===== config.mk =====
export PLATFORM = sky130hd
export DESIGN_NAME = cascade_alu
export DESIGN_NICKNAME = d
export VERILOG_FILES = /design/src/rtl/alu_pkg.sv /design/src/rtl/nib_adder.sv /design/src/rtl/slice_logic.sv /design/src/rtl/alu_slice.sv /design/src/rtl/cascade_alu.sv
export SDC_FILE = /design/constraint.sdc
export NUM_CORES = 1
export LEC_CHECK = 0
export ABC_AREA = 1
export CELL_PAD_IN_SITES_DETAIL_PLACEMENT = 1
export CELL_PAD_IN_SITES_GLOBAL_PLACEMENT = 1
export CORE_MARGIN = 2
export CORE_UTILIZATION = 42
export DETAILED_ROUTE_END_ITERATION = 6
export DONT_BUFFER_PORTS = 1
export PLACE_DENSITY_LB_ADDON = 0.25
export SETUP_SLACK_MARGIN = 0.5
export SLEW_MARGIN = 10
export SYNTH_ARGS = -nofsm -noshare
export SYNTH_HDL_FRONTEND = slang
export SYNTH_HIERARCHICAL = 1
export SYNTH_SLANG_ARGS = --single-unit
export TNS_END_PERCENT = 10

===== constraint.sdc =====
create_clock -name vclk -period 4.5
set_input_delay 0.675 -clock vclk [all_inputs]
set_output_delay 0.675 -clock vclk [all_outputs]
set_load 0.005 [all_outputs]

===== src/rtl/alu_pkg.sv =====
package alu_pkg;

    typedef enum logic [2:0] {
        FN_CLR   = 3'b000,
        FN_BSUBA = 3'b001,
        FN_ASUBB = 3'b010,
        FN_ADD   = 3'b011,
        FN_XOR   = 3'b100,
        FN_OR    = 3'b101,
        FN_AND   = 3'b110,
        FN_SET   = 3'b111
    } alu_fn_e;

    function automatic logic fn_is_arith(input alu_fn_e fn);
        return (fn == FN_BSUBA) || (fn == FN_ASUBB) || (fn == FN_ADD);
    endfunction

endpackage


===== src/rtl/nib_adder.sv =====
module nib_adder #(
    parameter int W = 4
) (
    input  logic [W-1:0] x_i,
    input  logic [W-1:0] y_i,
    input  logic         ci_i,
    output logic [W-1:0] s_o,
    output logic         co_o,
    output logic         cmsb_o
);

    always_comb begin
        logic c;
        c      = ci_i;
        cmsb_o = 1'b0;
        s_o    = '0;
        for (int i = 0; i < W; i++) begin
            if (i == W - 1) cmsb_o = c;
            s_o[i] = x_i[i] ^ y_i[i] ^ c;
            c      = (x_i[i] & y_i[i]) | ((x_i[i] ^ y_i[i]) & c);
        end
        co_o = c;
    end

endmodule


===== src/rtl/slice_logic.sv =====
module slice_logic import alu_pkg::*; #(
    parameter int W = 4
) (
    input  alu_fn_e      fn_i,
    input  logic [W-1:0] a_i,
    input  logic [W-1:0] b_i,
    output logic [W-1:0] f_o
);

    always_comb begin
        unique case (fn_i)
            FN_XOR:  f_o = a_i ^ b_i;
            FN_OR:   f_o = a_i | b_i;
            FN_AND:  f_o = a_i & b_i;
            default: f_o = '0;
        endcase
    end

endmodule


===== src/rtl/alu_slice.sv =====
module alu_slice import alu_pkg::*; #(
    parameter int W = 4
) (
    input  logic [W-1:0] a_i,
    input  logic [W-1:0] b_i,
    input  alu_fn_e      fn_i,
    input  logic         ci_i,
    output logic [W-1:0] f_o,
    output logic         co_o,
    output logic         ov_o
);

    typedef struct packed {
        logic [W-1:0] x;
        logic [W-1:0] y;
    } opnd_t;

    typedef struct packed {
        logic [W-1:0] f;
        logic         co;
        logic         ov;
    } slice_out_t;

    opnd_t        opnd_d;
    slice_out_t   out_d;
    logic [W-1:0] sum;
    logic         add_co;
    logic         c_msb;
    logic [W-1:0] log_f;

    // operand conditioning: the subtrahend is inverted, carry-in supplies the +1
    always_comb begin
        unique case (fn_i)
            FN_BSUBA: opnd_d = '{x: b_i, y: ~a_i};
            FN_ASUBB: opnd_d = '{x: a_i, y: ~b_i};
            default:  opnd_d = '{x: a_i, y: b_i};
        endcase
    end

    nib_adder #(.W(W)) u_add (
        .x_i    (opnd_d.x),
        .y_i    (opnd_d.y),
        .ci_i   (ci_i),
        .s_o    (sum),
        .co_o   (add_co),
        .cmsb_o (c_msb)
    );

    slice_logic #(.W(W)) u_log (
        .fn_i (fn_i),
        .a_i  (a_i),
        .b_i  (b_i),
        .f_o  (log_f)
    );

    always_comb begin
        out_d = '0;
        if (fn_is_arith(fn_i)) begin
            out_d.f  = sum;
            out_d.co = add_co;
            out_d.ov = add_co ^ c_msb;
        end else if (fn_i == FN_CLR) begin
            out_d.f = '0;
        end else if (fn_i == FN_SET) begin
            out_d.f = '1;
        end else begin
            out_d.f = log_f;
        end

        // clear gives zero result and quiet flags
        if (fn_i == FN_CLR)
            a_r1_clear: assert (out_d.f == '0 && !out_d.co && !out_d.ov)
                else $error("R1 clear output wrong");
        // preset gives all ones and quiet flags
        if (fn_i == FN_SET)
            a_r6_preset: assert (out_d.f == '1 && !out_d.co && !out_d.ov)
                else $error("R6 preset output wrong");
        // add result against plain arithmetic
        if (fn_i == FN_ADD)
            a_r4_add_sum: assert ({out_d.co, out_d.f} ==
                                  ({1'b0, a_i} + {1'b0, b_i} + (W+1)'(ci_i)))
                else $error("R4 slice sum wrong");
        // overflow from sign bits of an addition
        if (fn_i == FN_ADD)
            a_r7_add_overflow: assert (out_d.ov ==
                ((a_i[W-1] == b_i[W-1]) && (out_d.f[W-1] != a_i[W-1])))
                else $error("R7 slice overflow wrong");
        // logic codes keep flags at 0
        if (!fn_is_arith(fn_i))
            a_r5_quiet_flags: assert (!out_d.co && !out_d.ov)
                else $error("R5 flags not quiet");
    end

    assign f_o  = out_d.f;
    assign co_o = out_d.co;
    assign ov_o = out_d.ov;

endmodule


===== src/rtl/cascade_alu.sv =====
module cascade_alu import alu_pkg::*; #(
    parameter int SLICE_W = 4,
    parameter int SLICES  = 2,
    localparam int TOT_W  = SLICE_W * SLICES
) (
    input  logic [TOT_W-1:0] opa,
    input  logic [TOT_W-1:0] opb,
    input  logic [2:0]       fsel,
    input  logic             cin,
    output logic [TOT_W-1:0] res,
    output logic             cout,
    output logic             ovf
);

    alu_fn_e           fn;
    logic [SLICES:0]   cy;
    logic [SLICES-1:0] sl_ov;

    assign fn    = alu_fn_e'(fsel);
    assign cy[0] = cin;

    for (genvar k = 0; k < SLICES; k++) begin : g_slice
        alu_slice #(.W(SLICE_W)) u_slice (
            .a_i  (opa[k*SLICE_W +: SLICE_W]),
            .b_i  (opb[k*SLICE_W +: SLICE_W]),
            .fn_i (fn),
            .ci_i (cy[k]),
            .f_o  (res[k*SLICE_W +: SLICE_W]),
            .co_o (cy[k+1]),
            .ov_o (sl_ov[k])
        );
    end

    assign cout = cy[SLICES];
    assign ovf  = sl_ov[SLICES-1];

    always_comb begin
        // full-width addition across the slice chain
        if (fn == FN_ADD)
            a_r8_wide_add: assert ({cout, res} ==
                ({1'b0, opa} + {1'b0, opb} + (TOT_W+1)'(cin)))
                else $error("R8 wide add wrong");
        // full-width A minus B through inverted operand
        if (fn == FN_ASUBB)
            a_r3_wide_sub: assert ({cout, res} ==
                ({1'b0, opa} + {1'b0, ~opb} + (TOT_W+1)'(cin)))
                else $error("R3 wide subtract wrong");
        // full-width B minus A
        if (fn == FN_BSUBA)
            a_r2_wide_rsub: assert ({cout, res} ==
                ({1'b0, opb} + {1'b0, ~opa} + (TOT_W+1)'(cin)))
                else $error("R2 wide reverse subtract wrong");
        // no slice raises overflow for non-arithmetic codes
        if (!fn_is_arith(fn))
            a_r5_no_overflow: assert (sl_ov == '0 && !cout)
                else $error("R5 slice flags set");
    end

endmodule


Word-level counts from Yosys, hierarchy flattened
Index checks and enable logic that the tools add are counted.
- memory bits (writable): 0
- bits in latches: 0
- flip-flop bits (word level): 0
- bits of input ports: 20
- memory bits (read-only): 0
- memories kept: 0
- bitwise gates (word level): 52
- reductions and logical operators: 3
- multipliers: 0
- add/subtract/negate cells: 0
- multiplexer cells: 12
- eq/ne operators: 7
- magnitude comparators: 0
- div/mod/pow operators: 0
- shifts and indexed selects: 0
- operators with widths (kind ; number):
    case mux 8 bit (2 select lines) ; 2
    2-to-1 mux 4 bit ; 6
    case mux 4 bit (3 select lines) ; 2
    XOR 1 bit ; 18
    bitwise AND 1 bit ; 16
    NOT 4 bit ; 4
    == test 3 bit, second input constant ; 4
    bitwise AND 4 bit ; 2
    OR 1 bit ; 8
    OR 4 bit ; 2
    XOR 4 bit ; 2
    == test 3 x 2 -> 1 bit, second input constant ; 2
    2-to-1 mux 2 bit ; 2
    == test 3 x 1 -> 1 bit, second input constant ; 1
    logical NOT 3 bit ; 1
    logical OR 1 bit ; 2

Depth between registers and ports, before layout
Gate-level depths: netlist of the first run.
- depth after elaboration: 23
- depth in mapped cells: 25

By module
The synthesis of the first run kept the hierarchy.
- by module, submodules not included (module ; area each (µm²) ; cells an instance ; times used):
    alu_slice ; 274.0 ; 59 ; 2
    slice_logic ; 256.5 ; 40 ; 2
    nib_adder ; 117.6 ; 14 ; 2

Worst setup path before layout of the first run
Ideal clock, no wire load.
- path kind: in2out
- start: input port fsel[1]
- end: output port res[7]
- stages: 24
- path buffers: 1
- setup slack: -0.414 ns
- arrival time: 4.239 ns
- data required time: 3.825 ns
- cell sequence: inv_1 -> nand3_2 -> buf_6 -> o21ai_1 -> inv_1 -> fa_1 -> inv_1 -> fa_1 -> inv_1 -> fa_1 -> inv_1 -> fa_1 -> inv_1 -> nor2_1 -> inv_1 -> fa_1 -> inv_1 -> fa_1 -> inv_1 -> fa_1 -> inv_1 -> fa_1 -> inv_1 -> o21ai_0
- RTL lines (item ; RTL line ; RTL):
    from (decl) ; cascade_alu.sv:8 ; input logic [2:0] fsel,
    to (decl) ; cascade_alu.sv:10 ; output logic [TOT_W-1:0] res,

==> results of run 1 <==
## worst paths after layout
path,to,from,cells past startpoint
worst max-delay path,res[7],fsel[2],25
worst min-delay path,res[5],fsel[2],2
## power groups by stage
stage | clock network [µW] | logic (µW) | registers (µW)
2_1_floorplan | 0 | 102 | 0
3_3_place_gp | 0 | 119 | 0
3_5_place_dp | 0 | 128 | 0
4_1_cts | 0 | 138 | 0
5_1_grt | 0 | 159 | 0
6_report | 0 | 138 | 0
## what timing repair did
action                                  4_1_cts  5_1_grt
buffers inserted                              3        0
pin swaps                                    17        4
endpoints found under the setup margin        5        6
resized for setup                            14        4
hold endpoints to repair                      0        0
## worst max-delay path: stages
cell and delay (ps):
inv_6 40, nand3_4 90, inv_2 70, nand2_1 60, nand3_1 90, inv_1 60, fa_2 330, inv_2 60
fa_2 180, inv_2 40, fa_2 320, inv_2 60, fa_2 190, inv_2 30, nor2_2 60, inv_1 50
fa_2 330, inv_2 60, fa_2 180, inv_2 40, fa_2 320, inv_2 70, fa_2 430, inv_2 60
o21ai_2 50
## metal layers
layer	track usage	vias up	routed length, µm
met5	0	-	0
met4	0.0162	0	22
met1	0.313	651	1660
li1	-	703	-
met2	0.366	27	1740
met3	0.0153	2	140
## area by class of cell
cell class,instances,area [µm²],share of cell area
inverters,84,337,0.234
repair buffers,8,63.8,0.0444
well taps,33,41.3,0.0287
multi-input cells,136,995,0.693
## metrics by stage
stage / setup slack, ps / utilization / cell area, µm²
after floorplan: -148 / - / 1340
after global placement: -215 / 0.463 / 1380
after detailed placement: -280 / 0.463 / 1380
after CTS: -154 / 0.482 / 1430
after global routing: -284 / 0.482 / 1440
final: -139 / 0.482 / 1440
==> results.json, run 1 <==
{
  "dp_cells": 258,
  "grt.total_usage": 0.216,
  "initial_core_util": 0.431,
  "rsz0062_at_grt": "yes",
  "seqCellArea_um2": 0,
  "syn_area_um2": 1280,
  "tightest_slew_ps": 587,
  "detailroute.via_count": 1383,
  "slew_headroom": 0.606,
  "maxCapViolCount": 0,
  "power_frac_seq": 0,
  "fill_cells": 438,
  "p_int_uw": 56.7,
  "core_area_um2": 2980,
  "synth_nets": 268,
  "num-nets-final": 274,
  "worstPathArrival_ps": 3960,
  "drive_above_1_share": 0.197,
  "syn_inst": 224,
  "pwr-share-comb": 1.000,
  "rows": 20,
  "grt.overflow.total": 0,
  "p_per_area_nw_per_um2": 95.8,
  "leakage_uw": 0.000866,
  "yosys_warnings": 6,
  "switching_share": 0.588,
  "fin_crit_sh": 1.03,
  "wl_per_cell_um": 13.6,
  "pin_count": 30,
  "p_total_uw": 138,
  "die_w_um": 59.3,
  "synthToLayoutAreaGrowth_pct": 11.9,
  "diodes": 0,
  "instances_no_fill": 261,
  "drt-total-wl_um": 3560,
  "tns_ps": -162,
  "final_common_cell": "inv_1",
  "p_sw_uw": 80.8,
  "hold_viol": 0,
  "design.seq.count": 0,
  "syn_area_per_cell_um2": 5.73,
  "whs_ps": 1500,
  "cts_hold_buf": 0,
  "place_congestion": 0.844,
  "nClkBuffers": 0,
  "worstSetupStartpointType": "input pin",
  "path_max_fanout": 36,
  "layout_common_cells": "inv_1, nand3_1, nand2_1",
  "setup.worst_path.end_class": "output port",
  "drt_iter0_markers": 21,
  "worst-endpoint-required_ps": 3830,
  "hold_path_class": "input pin to output port",
  "p_clk_frac": 0,
  "dr.pass1.iters": 4,
  "ant_nets": 0,
  "max_clock_freq_mhz": 216,
  "grt_pass1_vias": 1373,
  "run_status": "finished, violations left",
  "setup-violations-final": 2,
  "path_class": "input pin to output port",
  "die_h_um": 59.3,
  "grt_pass1_wl_um": 6120,
  "via_per_inst": 5.30,
  "setup_ws_ps": -139,
  "fin_crit_ps": 4640,
  "port_buffers": 0,
  "slew_viol_final": 0,
  "antenna_found_initial": 0,
  "violations": "negative setup slack",
  "grt_max_degree": 37,
  "dieArea_um2": 3510,
  "max-vdd-ir-drop_v": 0.0000400,
  "drc": 0,
  "dpl.hpwl_um": 3030
}
Power figures use the tool's default switching activity.
==> inputs of run 2 (changes only) <==
--- a/config.mk
+++ b/config.mk
@@ -8,7 +8,6 @@
 export ABC_AREA = 1
 export CELL_PAD_IN_SITES_DETAIL_PLACEMENT = 1
 export CELL_PAD_IN_SITES_GLOBAL_PLACEMENT = 1
-export CORE_MARGIN = 2
 export CORE_UTILIZATION = 42
 export DETAILED_ROUTE_END_ITERATION = 6
 export DONT_BUFFER_PORTS = 1
==> constraint.sdc (replaced) <==
create_clock -name vclk -period 4.5
set_input_delay 0.9 -clock vclk [all_inputs]
set_output_delay 0.9 -clock vclk [all_outputs]
set_load 0.005 [all_outputs]
==> results.json, run 2 (synthesized netlist as in run 1, its figures left out) <==
{
  "dieArea_um2": 3280,
  "crit_chain": "nor3_4 > nand2_1 > nand3_1 > inv_1 > fa_2 > inv_2 > fa_2 > inv_2 > fa_2 > inv_2 > fa_2 > inv_2 > nor2_1 > inv_1 > fa_2 > inv_2 > fa_2 > inv_2 > fa_2 > inv_2 > fa_1 > inv_1 > o21ai_2",
  "via_per_inst": 5.52,
  "die_h_um": 57.3,
  "top_layer_used": "met4",
  "switching_share": 0.586,
  "synthToLayoutAreaGrowth_pct": 11.9,
  "rsz0062_at_grt": "yes",
  "nClkBuffers": 0,
  "rows": 19,
  "drc": 0,
  "place_congestion": 0.802,
  "maxCapViolCount": 0,
  "slew_headroom": 0.599,
  "dr.pass1.iters": 4,
  "drt_iter0_markers": 38,
  "tns_ps": -1930,
  "max-vdd-ir-drop_v": 0.0000483,
  "worstPathArrival_ps": 4190,
  "final_common_cell": "inv_1",
  "worstSetupStartpointType": "input pin",
  "grt_pass1_vias": 1477,
  "critical_path.max_stage_delay_ps": 400,
  "slew_viol_final": 0,
  "port_buffers": 0,
  "fill_cells": 413,
  "leakage_uw": 0.000867,
  "critical_path_buf_inv_count": 10,
  "num-nets-final": 275,
  "layout_common_cells": "inv_1, nand3_1, nand2_1",
  "die_w_um": 57.3,
  "max_clock_freq_mhz": 196,
  "design.seq.count": 0,
  "initial_core_util": 0.454,
  "grt.total_usage": 0.259,
  "path_class": "input pin to output port",
  "setup-violations-final": 4,
  "drive_above_1_share": 0.188,
  "p_sw_uw": 85.4,
  "worst-endpoint-required_ps": 3600,
  "dp_slack_ps": -686,
  "tightest_slew_ps": 598,
  "path_max_fanout": 36,
  "drt-total-wl_um": 3980,
  "run_status": "finished, violations left",
  "pin_count": 30,
  "crit_slowest_cell": "fa_1",
  "hold_viol": 0,
  "grt.overflow.total": 0,
  "wl_met2_um": 1980,
  "p_total_uw": 146,
  "crit_family": "adder cells",
  "power_frac_seq": 0,
  "routedLengthMet1_um": 1740,
  "wl_met3_um": 214,
  "p_per_area_nw_per_um2": 101,
  "grt_max_degree": 37,
  "final_util": 0.508,
  "core_area_um2": 2830,
  "fin_crit_sh": 1.13,
  "hold_path_class": "input pin to output port",
  "p_clk_frac": 0,
  "antenna_found_initial": 0,
  "violations": "negative setup slack",
  "diodes": 0,
  "dpl.hpwl_um": 3040,
  "p_int_uw": 60.3,
  "detailroute.via_count": 1434,
  "setup_ws_ps": -592,
  "setup.worst_path.end_class": "output port",
  "wl_per_cell_um": 15.3,
  "grt_pass1_wl_um": 6780,
  "seqCellArea_um2": 0,
  "fin_crit_ps": 5090,
  "ant_nets": 0,
  "pwr-share-comb": 1.000
}
-- run 2: repair_timing --
action / in CTS / in global routing
pin swaps: 14 / 1
setup buffers: 3 / 0
gates resized for setup: 10 / 7
hold buffers: 0 / 0
endpoints found under the setup margin: 6 / 6
-- run 2: metrics by stage --
| step | area [µm²] | hold WS [ps] | std cells |
|---|---|---|---|
| 6_report | 1440 | 1960 | 260 |
| 3_5_place_dp | 1380 | 1940 | 257 |
| 5_1_grt | 1440 | 1970 | 260 |
| 2_1_floorplan | 1340 | 1910 | 224 |
| 3_3_place_gp | 1380 | 1940 | 257 |
| 4_1_cts | 1420 | 1950 | 260 |
-- run 2: area by class of cell --
type               count  area (µm²)  share of cell area
multi-input cells    136         981               0.683
repair buffers         9        67.6              0.0470
well taps             31        38.8              0.0270
inverters             84         349               0.243
-- run 2: path summary, 6_finish.rpt --
kind,from,endpoint,cells after the start
min,fsel[2],res[7],2
max,fsel[2],res[7],23
-- run 2: layer usage --
| layer | track usage | vias up |
|---|---|---|
| met3 | 0.0363 | 6 |
| met4 | 0.0383 | 0 |
| met1 | 0.337 | 688 |
| met2 | 0.464 | 37 |
| li1 | - | 703 |
| met5 | 0 | - |
-- run 2: power groups by stage --
stage / logic, µW / registers [µW] / clock network [µW]
2_1_floorplan: 102 / 0 / 0
3_3_place_gp: 119 / 0 / 0
3_5_place_dp: 127 / 0 / 0
4_1_cts: 138 / 0 / 0
5_1_grt: 165 / 0 / 0
6_report: 146 / 0 / 0
==> inputs of run 3 (changes only) <==
--- a/config.mk
+++ b/config.mk
@@ -5,15 +5,14 @@
 export SDC_FILE = /design/constraint.sdc
 export NUM_CORES = 1
 export LEC_CHECK = 0
-export ABC_AREA = 1
 export CELL_PAD_IN_SITES_DETAIL_PLACEMENT = 1
 export CELL_PAD_IN_SITES_GLOBAL_PLACEMENT = 1
-export CORE_UTILIZATION = 42
+export CORE_UTILIZATION = 44
 export DETAILED_ROUTE_END_ITERATION = 6
 export DONT_BUFFER_PORTS = 1
 export PLACE_DENSITY_LB_ADDON = 0.25
 export SETUP_SLACK_MARGIN = 0.5
-export SLEW_MARGIN = 10
+export SLEW_MARGIN = 0
 export SYNTH_ARGS = -nofsm -noshare
 export SYNTH_HDL_FRONTEND = slang
 export SYNTH_HIERARCHICAL = 1
==> results.json, run 3 <==
{
  "detailroute.via_count": 1410,
  "violations": "negative setup slack",
  "leakage_uw": 0.000696,
  "seqCellArea_um2": 0,
  "dpl.hpwl_um": 2910,
  "top_layer_used": "met4",
  "synth_nets": 254,
  "setup.worst_path.end_class": "output port",
  "rsz0062_at_grt": "yes",
  "syn_area_per_cell_um2": 7.16,
  "rows": 20,
  "p_clk_frac": 0,
  "dieArea_um2": 3650,
  "num-nets-final": 249,
  "dp_cells": 247,
  "syn_area_um2": 1500,
  "final_common_cell": "inv_1",
  "layout_common_cells": "inv_1, a21oi_1, ha_1",
  "grt_pass1_vias": 1415,
  "path_class": "input pin to output port",
  "die_w_um": 60.4,
  "slew_viol_final": 0,
  "setup-violations-final": 5,
  "initial_core_util": 0.477,
  "antenna_found_initial": 0,
  "fin_crit_ps": 5420,
  "p_per_area_nw_per_um2": 100,
  "hold_path_class": "input pin to output port",
  "grt.overflow.total": 0,
  "cts_hold_buf": 0,
  "design.seq.count": 0,
  "tightest_slew_ps": 323,
  "worstPathArrival_ps": 4520,
  "fill_cells": 425,
  "worstSetupStartpointType": "input pin",
  "wl_per_cell_um": 16.0,
  "whs_ps": 1830,
  "pwr-share-comb": 1.000,
  "grt_max_degree": 59,
  "p_int_uw": 80.0,
  "p_sw_uw": 78.5,
  "port_buffers": 0,
  "cts_setup_buffers": 0,
  "setup_ws_ps": -922,
  "via_per_inst": 5.71,
  "p_total_uw": 158,
  "place_congestion": 0.773,
  "fin_crit_sh": 1.20,
  "slew_headroom": 0.784,
  "wl_met3_um": 94,
  "synthToLayoutAreaGrowth_pct": 5.08,
  "grt_pass1_wl_um": 6360,
  "pin_count": 30,
  "dr.pass1.iters": 4,
  "drt-total-wl_um": 3950,
  "yosys_warnings": 6,
  "ant_nets": 0,
  "drc": 0,
  "wl_met2_um": 1890,
  "hold_depth": 1,
  "drive_above_1_share": 0.236,
  "worst-endpoint-required_ps": 3600,
  "drt_iter0_markers": 48,
  "core_area_um2": 3150,
  "path_max_fanout": 32,
  "power_frac_seq": 0,
  "nClkBuffers": 0,
  "grt.total_usage": 0.223,
  "hold_viol": 0,
  "max-vdd-ir-drop_v": 0.0000377,
  "die_h_um": 60.4,
  "instances_no_fill": 247,
  "diodes": 0,
  "multi_input_area_um2": 1330,
  "syn_inst": 210,
  "run_status": "finished, violations left",
  "maxCapViolCount": 0,
  "max_clock_freq_mhz": 184,
  "switching_share": 0.495,
  "routedLengthMet1_um": 1900
}
## run 3: final cells by class
type               instances  area share
inverters                 42      0.0998
repair buffers             5      0.0238
well taps                 44      0.0349
multi-input cells        156       0.842
## run 3: timing repair
item,4_1_cts,5_1_grt
pin swaps,11,7
endpoints found under the setup margin,7,7
gates resized for setup,15,7
## run 3: path summary, 6_finish.rpt
path                     from     end  slack (ps)
worst max-delay path  fsel[1]  res[7]        -920
worst min-delay path  fsel[2]    cout        1830
## run 3: per-layer routing
metal,vias up,global-route usage
met5,-,0
li1,699,-
met3,10,0.0128
met1,675,0.297
met4,0,0.0422
met2,26,0.399
## run 3: worst max-delay path, stage by stage
cell and delay (ps):
nor4b_4 270, a211oi_2 50, o21ai_1 80, inv_1 80, fa_2 340, inv_2 60, fa_2 180, inv_2 40
fa_2 330, inv_2 60, fa_2 190, nor3b_4 190, inv_2 50, fa_2 330, inv_2 60, fa_2 180
inv_2 40, fa_2 330, inv_2 70, fa_2 440, o22ai_2 190, nor2_2 50
## run 3: power by group through the flow
stage	registers, µW	logic [µW]	clock network, µW
finish	0	158	0
global route	0	179	0
CTS	0	152	0
detailed placement	0	143	0
global placement	0	134	0
floorplan	0	129	0
## run 3: through the flow
step	setup TNS, ps	area (µm²)	util	setup slack (ps)
6_report	-3220	1580	0.501	-922
5_1_grt	-4160	1580	0.501	-1100
4_1_cts	-3340	1550	0.492	-910
3_5_place_dp	-3780	1510	0.480	-969
3_3_place_gp	-3110	1510	0.480	-841
2_1_floorplan	-3440	1530	-	-907
